**src/rtl/bxcvr_pkg.sv**
```systemverilog
`timescale 1ns/1ps
package bxcvr_pkg;
    parameter int DATA_W      = 18;
    parameter int SYNC_STAGES = 2;

    typedef enum logic [1:0] {
        LM_HOLD_LO = 2'd0,
        LM_HOLD_HI = 2'd1,
        LM_FLOW    = 2'd2
    } lane_mode_e;
endpackage

```
**src/rtl/xcv_sync.sv**
```systemverilog
`timescale 1ns/1ps
module xcv_sync #(
    parameter int W      = 1,
    parameter int STAGES = 2
) (
    input  logic         clk,
    input  logic         rst,
    input  logic [W-1:0] d_i,
    output logic [W-1:0] q_o
);
    logic [W-1:0] sh [STAGES];

    for (genvar g = 0; g < STAGES; g++) begin : g_stage
        if (g == 0) begin : g_first
            always_ff @(posedge clk) begin
                if (rst) sh[g] <= '0;
                else     sh[g] <= d_i;
            end
        end else begin : g_next
            always_ff @(posedge clk) begin
                if (rst) sh[g] <= '0;
                else     sh[g] <= sh[g-1];
            end
        end
    end

    assign q_o = sh[STAGES-1];
endmodule

```
**src/rtl/xcv_keeper.sv**
```systemverilog
`timescale 1ns/1ps
module xcv_keeper #(
    parameter int W = 18
) (
    input  logic         clk,
    input  logic         rst,
    input  logic [W-1:0] pin_i,
    input  logic [W-1:0] drv_i,
    output logic [W-1:0] kept_o,
    output logic [W-1:0] eff_o
);
    logic [W-1:0] kept_q;

    for (genvar b = 0; b < W; b++) begin : g_bit
        always_ff @(posedge clk) begin
            if (rst)           kept_q[b] <= 1'b0;
            else if (drv_i[b]) kept_q[b] <= pin_i[b];
        end
        assign eff_o[b] = drv_i[b] ? pin_i[b] : kept_q[b];
    end

    assign kept_o = kept_q;
endmodule

```
**src/rtl/xcv_lane.sv**
```systemverilog
`timescale 1ns/1ps
module xcv_lane
    import bxcvr_pkg::*;
#(
    parameter int W    = 18,
    parameter int SYNC = 2
) (
    input  logic         clk,
    input  logic         rst,
    input  logic         le_i,
    input  logic         ck_i,
    input  logic [W-1:0] din_i,
    output logic [W-1:0] dout_o,
    output lane_mode_e   mode_o
);
    logic [1:0]   ctl_s;
    logic         le_s;
    logic         ck_s;
    lane_mode_e   state_q;
    lane_mode_e   state_nx;
    logic         take;
    logic [W-1:0] store_q;

    xcv_sync #(.W(2), .STAGES(SYNC)) u_sync (
        .clk (clk),
        .rst (rst),
        .d_i ({le_i, ck_i}),
        .q_o (ctl_s)
    );

    assign le_s = ctl_s[1];
    assign ck_s = ctl_s[0];

    // state register
    always_ff @(posedge clk) begin
        if (rst) state_q <= LM_HOLD_LO;
        else     state_q <= state_nx;
    end

    // next state and load decision
    always_comb begin
        state_nx = state_q;
        take     = 1'b0;
        if (le_s) begin
            state_nx = LM_FLOW;
            take     = 1'b1;
        end else begin
            unique case (state_q)
                LM_FLOW:    state_nx = ck_s ? LM_HOLD_HI : LM_HOLD_LO;
                LM_HOLD_HI: if (!ck_s) begin
                                state_nx = LM_HOLD_LO;
                                take     = 1'b1;
                            end
                LM_HOLD_LO: if (ck_s) state_nx = LM_HOLD_HI;
                default:    state_nx = LM_HOLD_LO;
            endcase
        end
    end

    // output storage
    always_ff @(posedge clk) begin
        if (rst)       store_q <= '0;
        else if (take) store_q <= din_i;
    end

    assign dout_o = store_q;
    assign mode_o = state_q;
endmodule

```
**src/rtl/bidir_xcvr.sv**
```systemverilog
`timescale 1ns/1ps
module bidir_xcvr
    import bxcvr_pkg::*;
#(
    parameter int W    = DATA_W,
    parameter int SYNC = SYNC_STAGES
) (
    input  logic         clk,
    input  logic         rst,
    input  logic [W-1:0] a_in,
    input  logic [W-1:0] a_drv,
    input  logic [W-1:0] b_in,
    input  logic [W-1:0] b_drv,
    input  logic         le_ab,
    input  logic         clk_ab,
    input  logic         oe_ab,
    input  logic         le_ba,
    input  logic         clk_ba,
    input  logic         oe_ba_n,
    output logic [W-1:0] a_out,
    output logic [W-1:0] a_oe,
    output logic [W-1:0] b_out,
    output logic [W-1:0] b_oe
);
    logic [W-1:0] a_kept, a_eff;
    logic [W-1:0] b_kept, b_eff;
    lane_mode_e   ab_mode, ba_mode;
    logic         en_b_q, en_a_q;

    xcv_keeper #(.W(W)) u_keep_a (
        .clk (clk), .rst (rst), .pin_i (a_in), .drv_i (a_drv),
        .kept_o (a_kept), .eff_o (a_eff)
    );

    xcv_keeper #(.W(W)) u_keep_b (
        .clk (clk), .rst (rst), .pin_i (b_in), .drv_i (b_drv),
        .kept_o (b_kept), .eff_o (b_eff)
    );

    xcv_lane #(.W(W), .SYNC(SYNC)) u_lane_ab (
        .clk (clk), .rst (rst), .le_i (le_ab), .ck_i (clk_ab),
        .din_i (a_eff), .dout_o (b_out), .mode_o (ab_mode)
    );

    xcv_lane #(.W(W), .SYNC(SYNC)) u_lane_ba (
        .clk (clk), .rst (rst), .le_i (le_ba), .ck_i (clk_ba),
        .din_i (b_eff), .dout_o (a_out), .mode_o (ba_mode)
    );

    always_ff @(posedge clk) begin
        if (rst) begin
            en_b_q <= 1'b0;
            en_a_q <= 1'b0;
        end else begin
            en_b_q <= oe_ab;
            en_a_q <= ~oe_ba_n;
        end
    end

    assign b_oe = {W{en_b_q}};
    assign a_oe = {W{en_a_q}};
endmodule

```
**config.mk**
```make
export PLATFORM = sky130hd
export DESIGN_NAME = bidir_xcvr
export DESIGN_NICKNAME = d
export VERILOG_FILES = /design/src/rtl/bxcvr_pkg.sv /design/src/rtl/xcv_sync.sv /design/src/rtl/xcv_keeper.sv /design/src/rtl/xcv_lane.sv /design/src/rtl/bidir_xcvr.sv
export SDC_FILE = /design/constraint.sdc
export NUM_CORES = 1
export LEC_CHECK = 0
export BUFFER_PORTS_ARGS = -buffer_cell sky130_fd_sc_hd__buf_4
export CAP_MARGIN = 5
export CORE_AREA = 2 2 86 88
export DETAILED_ROUTE_END_ITERATION = 8
export DIE_AREA = 0 0 88 90
export PLACE_DENSITY_LB_ADDON = 0.2
export SETUP_SLACK_MARGIN = 0.5
export SLEW_MARGIN = 20
export SYNTH_ARGS = -nofsm -noshare
export SYNTH_HDL_FRONTEND = slang
export SYNTH_SLANG_ARGS = --single-unit
```
**constraint.sdc**
```tcl
create_clock -name clk -period 2.23 [get_ports clk]
set_input_delay 0.223 -clock clk [delete_from_list [all_inputs] [get_ports clk]]
set_output_delay 0.223 -clock clk [all_outputs]
set_load 0.02 [all_outputs]
```
After elaboration in Yosys (flattened, before gate mapping)
Memories as Yosys holds them, arrays and structs flattened.
Index checks and enable logic that the tools add are counted.
{ "word_totals": {"out_inout_bits": 72, "n_memories": 2, "input_bits": 80, "word_cells": 130, "ram_bits": 8, "register_bits": 78} }
{ "op_classes": {"bitwise_logic": 5, "n_eq_ne": 12, "muxes": 59, "n_reduce_logical": 8} }
{ "mem_list": {"columns": ["memory", "depth", "word_bits", "rd", "rd_ports_with_merged_regs", "write_ports", "line", "source"], "rows": [
  ["u_lane_ab.u_sync.sh", 2, 2, 2, 0, 2, "xcv_sync.sv:11", "logic [W-1:0] sh [STAGES];"],
  ["u_lane_ba.u_sync.sh", 2, 2, 2, 0, 2, "xcv_sync.sv:11", null]
]} }
{ "ops": {"columns": ["operator", "n"], "rows": [
  ["2-to-1 mux 1 bit", 47],
  ["2-to-1 mux 2 bit", 10],
  ["case mux 2 bit (3 select lines)", 2],
  ["AND reduction 2 bit", 4],
  ["!= test 3 x 1 -> 1 bit, second input constant", 2],
  ["!= test 3 x 2 -> 1 bit, second input constant", 2],
  ["equality test 2 x 1 -> 1 bit, second input constant", 2],
  ["equality test 2 bit, second input constant", 2],
  ["logical NOT 2 bit", 2],
  ["!= test 2 x 1 -> 1 bit, second input constant", 2],
  ["!= test 2 bit, second input constant", 2],
  ["bitwise OR 1 bit", 4],
  ["OR reduction 2 bit", 2],
  ["NOT 1 bit", 1]
]} }

Longest topological paths before layout
An unclocked memory read counts as a cell.
{ "logic_depth": {"ltp_word": 4, "depth_mapped": 5, "ltp_nobuf": 3} }

Modules after synthesis
Synthesis repeated with hierarchy kept, for this count alone.
{ "unflattened": {"cells_unflattened": 336, "hier_area_um2": 3866.2} }
{ "by_module_without_submodules": {"columns": ["module", "instances", "seq_area_each_um2", "cells_per_inst", "area_each_um2"], "rows": [
  ["xcv_lane", 2, 400.4, 85, 884.6],
  ["xcv_keeper", 2, 360.3, 55, 783.3],
  ["bidir_xcvr", 1, 40.0, 40, 320.3],
  ["xcv_sync", 2, 80.1, 8, 105.1]
]} }

Worst setup path before layout
No wires, ideal clock.
{ "synth_path": {"kind": "register to register", "start": "reg u_lane_ba.state_q[1] (netlist: u_lane_ba.mode_o[1])", "end": "reg u_lane_ba.store_q[0] (netlist: u_lane_ba.dout_o[0])", "setup_ns": 0.121, "path_buffers": 1, "slack_ns": 0.982, "path_stages_with_launch": 5, "t_required_ns": 2.109, "t_arrival_ns": 1.127, "synth_period_minus_slack_ns": 1.248, "cell_sequence": "dfxtp_1 nor2_2 a21oi_4 buf_6 mux2_2"} }
{ "synth_via": {"elab_chain_cells": 3} }
{ "synth_rtl": {"columns": ["item", "line", "source"], "rows": [
  ["start, declared", "xcv_lane.sv:19", "lane_mode_e state_q;"],
  ["start signal, assigned", "xcv_lane.sv:37", "else state_q <= state_nx;"],
  ["equality test 2 x 1 -> 1 bit", "xcv_lane.sv:48", "unique case (state_q)"],
  ["2-to-1 mux 1 bit", "xcv_lane.sv:48", null],
  ["2-to-1 mux 1 bit", "xcv_lane.sv:44", "if (le_s) begin"],
  ["end signal, assigned", "xcv_lane.sv:63", "else if (take) store_q <= din_i;"],
  ["end, declared", "xcv_lane.sv:22", "logic [W-1:0] store_q;"]
]} }
Every way passes these cells.
A chain may end at the register's enable or synchronous reset.

Worst setup path in the final report
{ "layout_path": {"start": "reg u_lane_ab.state_q[0] (netlist: u_lane_ab.mode_o[0])", "end": "reg u_lane_ab.store_q[0] (netlist: u_lane_ab.dout_o[0])"} }
{ "layout_via": {"elab_chain_cells": 3} }
{ "layout_rtl": {"columns": ["item", "line"], "rows": [
  ["start, declared", "xcv_lane.sv:19"],
  ["start signal, assigned", "xcv_lane.sv:37"],
  ["equality test 2 x 1 -> 1 bit", "xcv_lane.sv:48"],
  ["2-to-1 mux 1 bit", "xcv_lane.sv:48"],
  ["2-to-1 mux 1 bit", "xcv_lane.sv:44"],
  ["end signal, assigned", "xcv_lane.sv:63"],
  ["end, declared", "xcv_lane.sv:22"]
]} }
Every way passes these cells.

==> results.yml <==
hold_path:
  hp-start: "oe_ba_n"
  hold_end: "en_a_q$_SDFF_PP0_"
  hold_path_class: "input port to flip-flop"
  whs_path_depth: 2
final_layout:
  fillerInstances: 582
  utilization_pct: 63.6
  area_delta_synth_final_pct: 31.7
  seqCellArea_sq_um: 1720
  antenna_cells: 0
  final_cell_mix: "buf_4 (152), dfxtp_1 (86), nor2b_1 (47), nor2_1 (39), mux2i_1 (36)"
  multi_input_area_sq_um: 1310
  final_nets: 495
  final_common_cell: "buf_4"
  final_cells: 516
  drive_above_1_share_pct: 48.9
timing:
  fmax_ghz: 0.674
  finalClockSkew_ps: 3.81
  setup_viol: 0
  layout_worst_path_cycle_share_pct: 66.5
  tightest_slew_ps: 754
  fin_tns_setup_ps: 0
  slew-limit-headroom_pct: 49.7
  timing.hold.ws_ps: 28.3
  hold_violations: 0
  rsz0062_at_grt: "no"
  slew_viol_final: 0
  setup_ws_ps: 747
  period_minus_slack_ps: 1480
grt:
  grtUsageTotal_pct: 15.5
  grt_pass1_vias: 2189
  grt_pass1_wl_microns: 9650
  antenna_found_initial: 0
  grt_max_degree: 80
  grt-ovfl-total: 0
floorplanning:
  die_w_microns: 88
  pin_count: 152
  initial_core_util_pct: 48.3
  dieHeight_microns: 90
  rows: 31
  dieArea_sq_um: 7920
  core-area_sq_um: 7020
placed_design:
  dp_cells: 503
  gp_congestion: 0.759
  dpl.hpwl_microns: 4430
  io_buffers: 151
  place_ws_ps: 737
setup_path:
  slowest_stage: "nor2_4"
  rrSetupSlack_ps: 750
  critPathRequiredTime_ps: 2460
  r2r_cells: 3
  critPathMaxFanout: 18
  cp-start-kind: "flip-flop"
  path_class: "flip-flop to flip-flop"
  cp-end-kind: "flip-flop"
  r2r-end: "u_lane_ab.dout_o[0]$_SDFFE_PP0P_"
  crit_chain: "nor3b_4 > nor2_4 > mux2_2"
  critical_path_arrival_ps: 1710
  reg2reg_from: "u_lane_ab.mode_o[0]$_SDFFE_PP0P_"
  slowest_delay_ps: 500
drt:
  dr.pass1.iters: 2
  wl_per_cell_microns: 11.8
  ant_nets: 0
  wirelength_microns: 6090
  vias_per_cell: 4.49
  vias: 2319
  drc: 0
  drt_iter0_drc: 48
power_and_ir_drop:
  p_seq_share_pct: 54.4
  pwr_density_cell_nw_per_um2: 677
  power.switching_uw: 721
  combPwrFrac_pct: 14.7
  internal-power_mw: 2.30
  power.leakage_nw: 2.21
  p_clk_share_pct: 30.9
  switching_share_pct: 23.9
  vdd_drop_max_mv: 0.412
synthesis:
  syn_area_sq_um: 3390
  synthTopCellsByArea: "dfxtp_1 (51%), mux2i_1 (11%), buf_4 (8.9%)"
  synthCells: 299
  ys_ff_latch: 86
  synth_top_cell_by_area: "dfxtp_1"
  syn_nets: 379
  synth-seq-area-share_pct: 50.8
  avgSynthCellArea_sq_um: 11.3
  yosys_warnings: 0
  synth_cell_type_count: 19
  yosysTopAreaCellShare_pct: 50.8
cts:
  clkTransAtPathRegs_ps: 80
  numCtsBuffers: 9
  insertion_delay_ps: 340
  postCtsSetupBuffers: 0
  ctsHoldBuffers: 0
  cts_max_level: 3
  cts-root-buf: "clkbuf_8"
  cts_tree: "built"
  post_cts_resized: 0
  cts_sinks: 86
  clk_path_buf_depth: 2
status:
  status: "finished, final reports clean"
flow_run:
  maxCapViolations: 0
Yosys cell counts:
cell and n:
mux2_4 10, nor2_1 39, nand2_1 2, mux2_2 25, clkbuf_1 2, mux2_1 1, a21oi_4 1, buf_6 1
buf_12 1, buf_4 40, nor2b_1 47, dfxtp_1 86, nor2_2 1, buf_2 2, nor2_4 1, mux2i_1 36
buf_1 1, nor3b_4 1, a21oi_1 2
state kept, by name (all words and copies together) (netlist names):
| register | cells |
|---|---|
| u_lane_ba.u_sync.sh | 4 |
| en_a_q | 1 |
| u_keep_b.kept_o | 18 |
| u_lane_ba.dout_o | 18 |
| en_b_q | 1 |
| u_lane_ab.u_sync.sh | 4 |
| u_lane_ab.dout_o | 18 |
| u_keep_a.kept_o | 18 |
| u_lane_ba.mode_o | 2 |
| u_lane_ab.mode_o | 2 |
cells by family (layout without fill, tap and decap cells):
group           count (synthesis)  after routing  synth area share (%)
simple gates                   91             91                  14.3
flops                          86             86                  50.8
mux                            72             72                  23.7
buf+inv                        47            165                  10.4
compound gates                  3              3                 0.776
critical path, delay by kind of cell (launching register included):
kind,cells,cell delay [ps]
and+or+nand+nor,2,650
DFF,1,320
muxes,1,400
worst max-delay path by stage:
stage | from | end | slack (ps)
2_1_floorplan | u_lane_ba.mode_o[1]$_SDFFE_PP0P_ | u_lane_ba.dout_o[0]$_SDFFE_PP0P_ | 980
3_3_place_gp | u_lane_ab.mode_o[0]$_SDFFE_PP0P_ | u_lane_ab.dout_o[0]$_SDFFE_PP0P_ | 780
3_5_place_dp | u_lane_ab.mode_o[0]$_SDFFE_PP0P_ | u_lane_ab.dout_o[3]$_SDFFE_PP0P_ | 740
4_1_cts | u_lane_ab.mode_o[0]$_SDFFE_PP0P_ | u_lane_ab.dout_o[3]$_SDFFE_PP0P_ | 730
5_1_grt | u_lane_ab.mode_o[0]$_SDFFE_PP0P_ | u_lane_ab.dout_o[0]$_SDFFE_PP0P_ | 680
6_report | u_lane_ab.mode_o[0]$_SDFFE_PP0P_ | u_lane_ab.dout_o[0]$_SDFFE_PP0P_ | 750
routing by layer:
layer | routed length [microns] | GRT usage (%) | vias to the layer above
met5 | 0 | 0 | -
met4 | 95 | 6.03 | 0
met3 | 673 | 6.98 | 7
met2 | 2890 | 25.4 | 96
met1 | 2430 | 17.3 | 1046
li1 | - | - | 1170
power by group through the flow:
| stage | Clock (mW) | Sequential [mW] | Combinational (mW) |
|---|---|---|---|
| final | 0.932 | 1.64 | 0.445 |
| after global placement | 0 | 1.68 | 0.444 |
| after global routing | 1.03 | 1.65 | 0.481 |
| after detailed placement | 0 | 1.68 | 0.451 |
| after CTS | 0.965 | 1.64 | 0.452 |
| after floorplan | 0 | 1.70 | 0.252 |
metrics by stage:
| step | power [mW] | area [sq um] |
|---|---|---|
| floorplan | 1.95 | 3390 |
| global placement | 2.12 | 4300 |
| detailed placement | 2.13 | 4300 |
| CTS | 3.06 | 4460 |
| global route | 3.16 | 4460 |
| finish | 3.02 | 4460 |
cell type report:
| type | count | area share (%) |
|---|---|---|
| tap | 99 | 2.78 |
| clock buffer | 11 | 3.39 |
| sequential | 86 | 38.6 |
| clock inverter | 2 | 0.224 |
| multi-input combinational | 166 | 29.4 |
| timing repair buffer | 152 | 25.6 |
(Power assumes the default switching activity.)
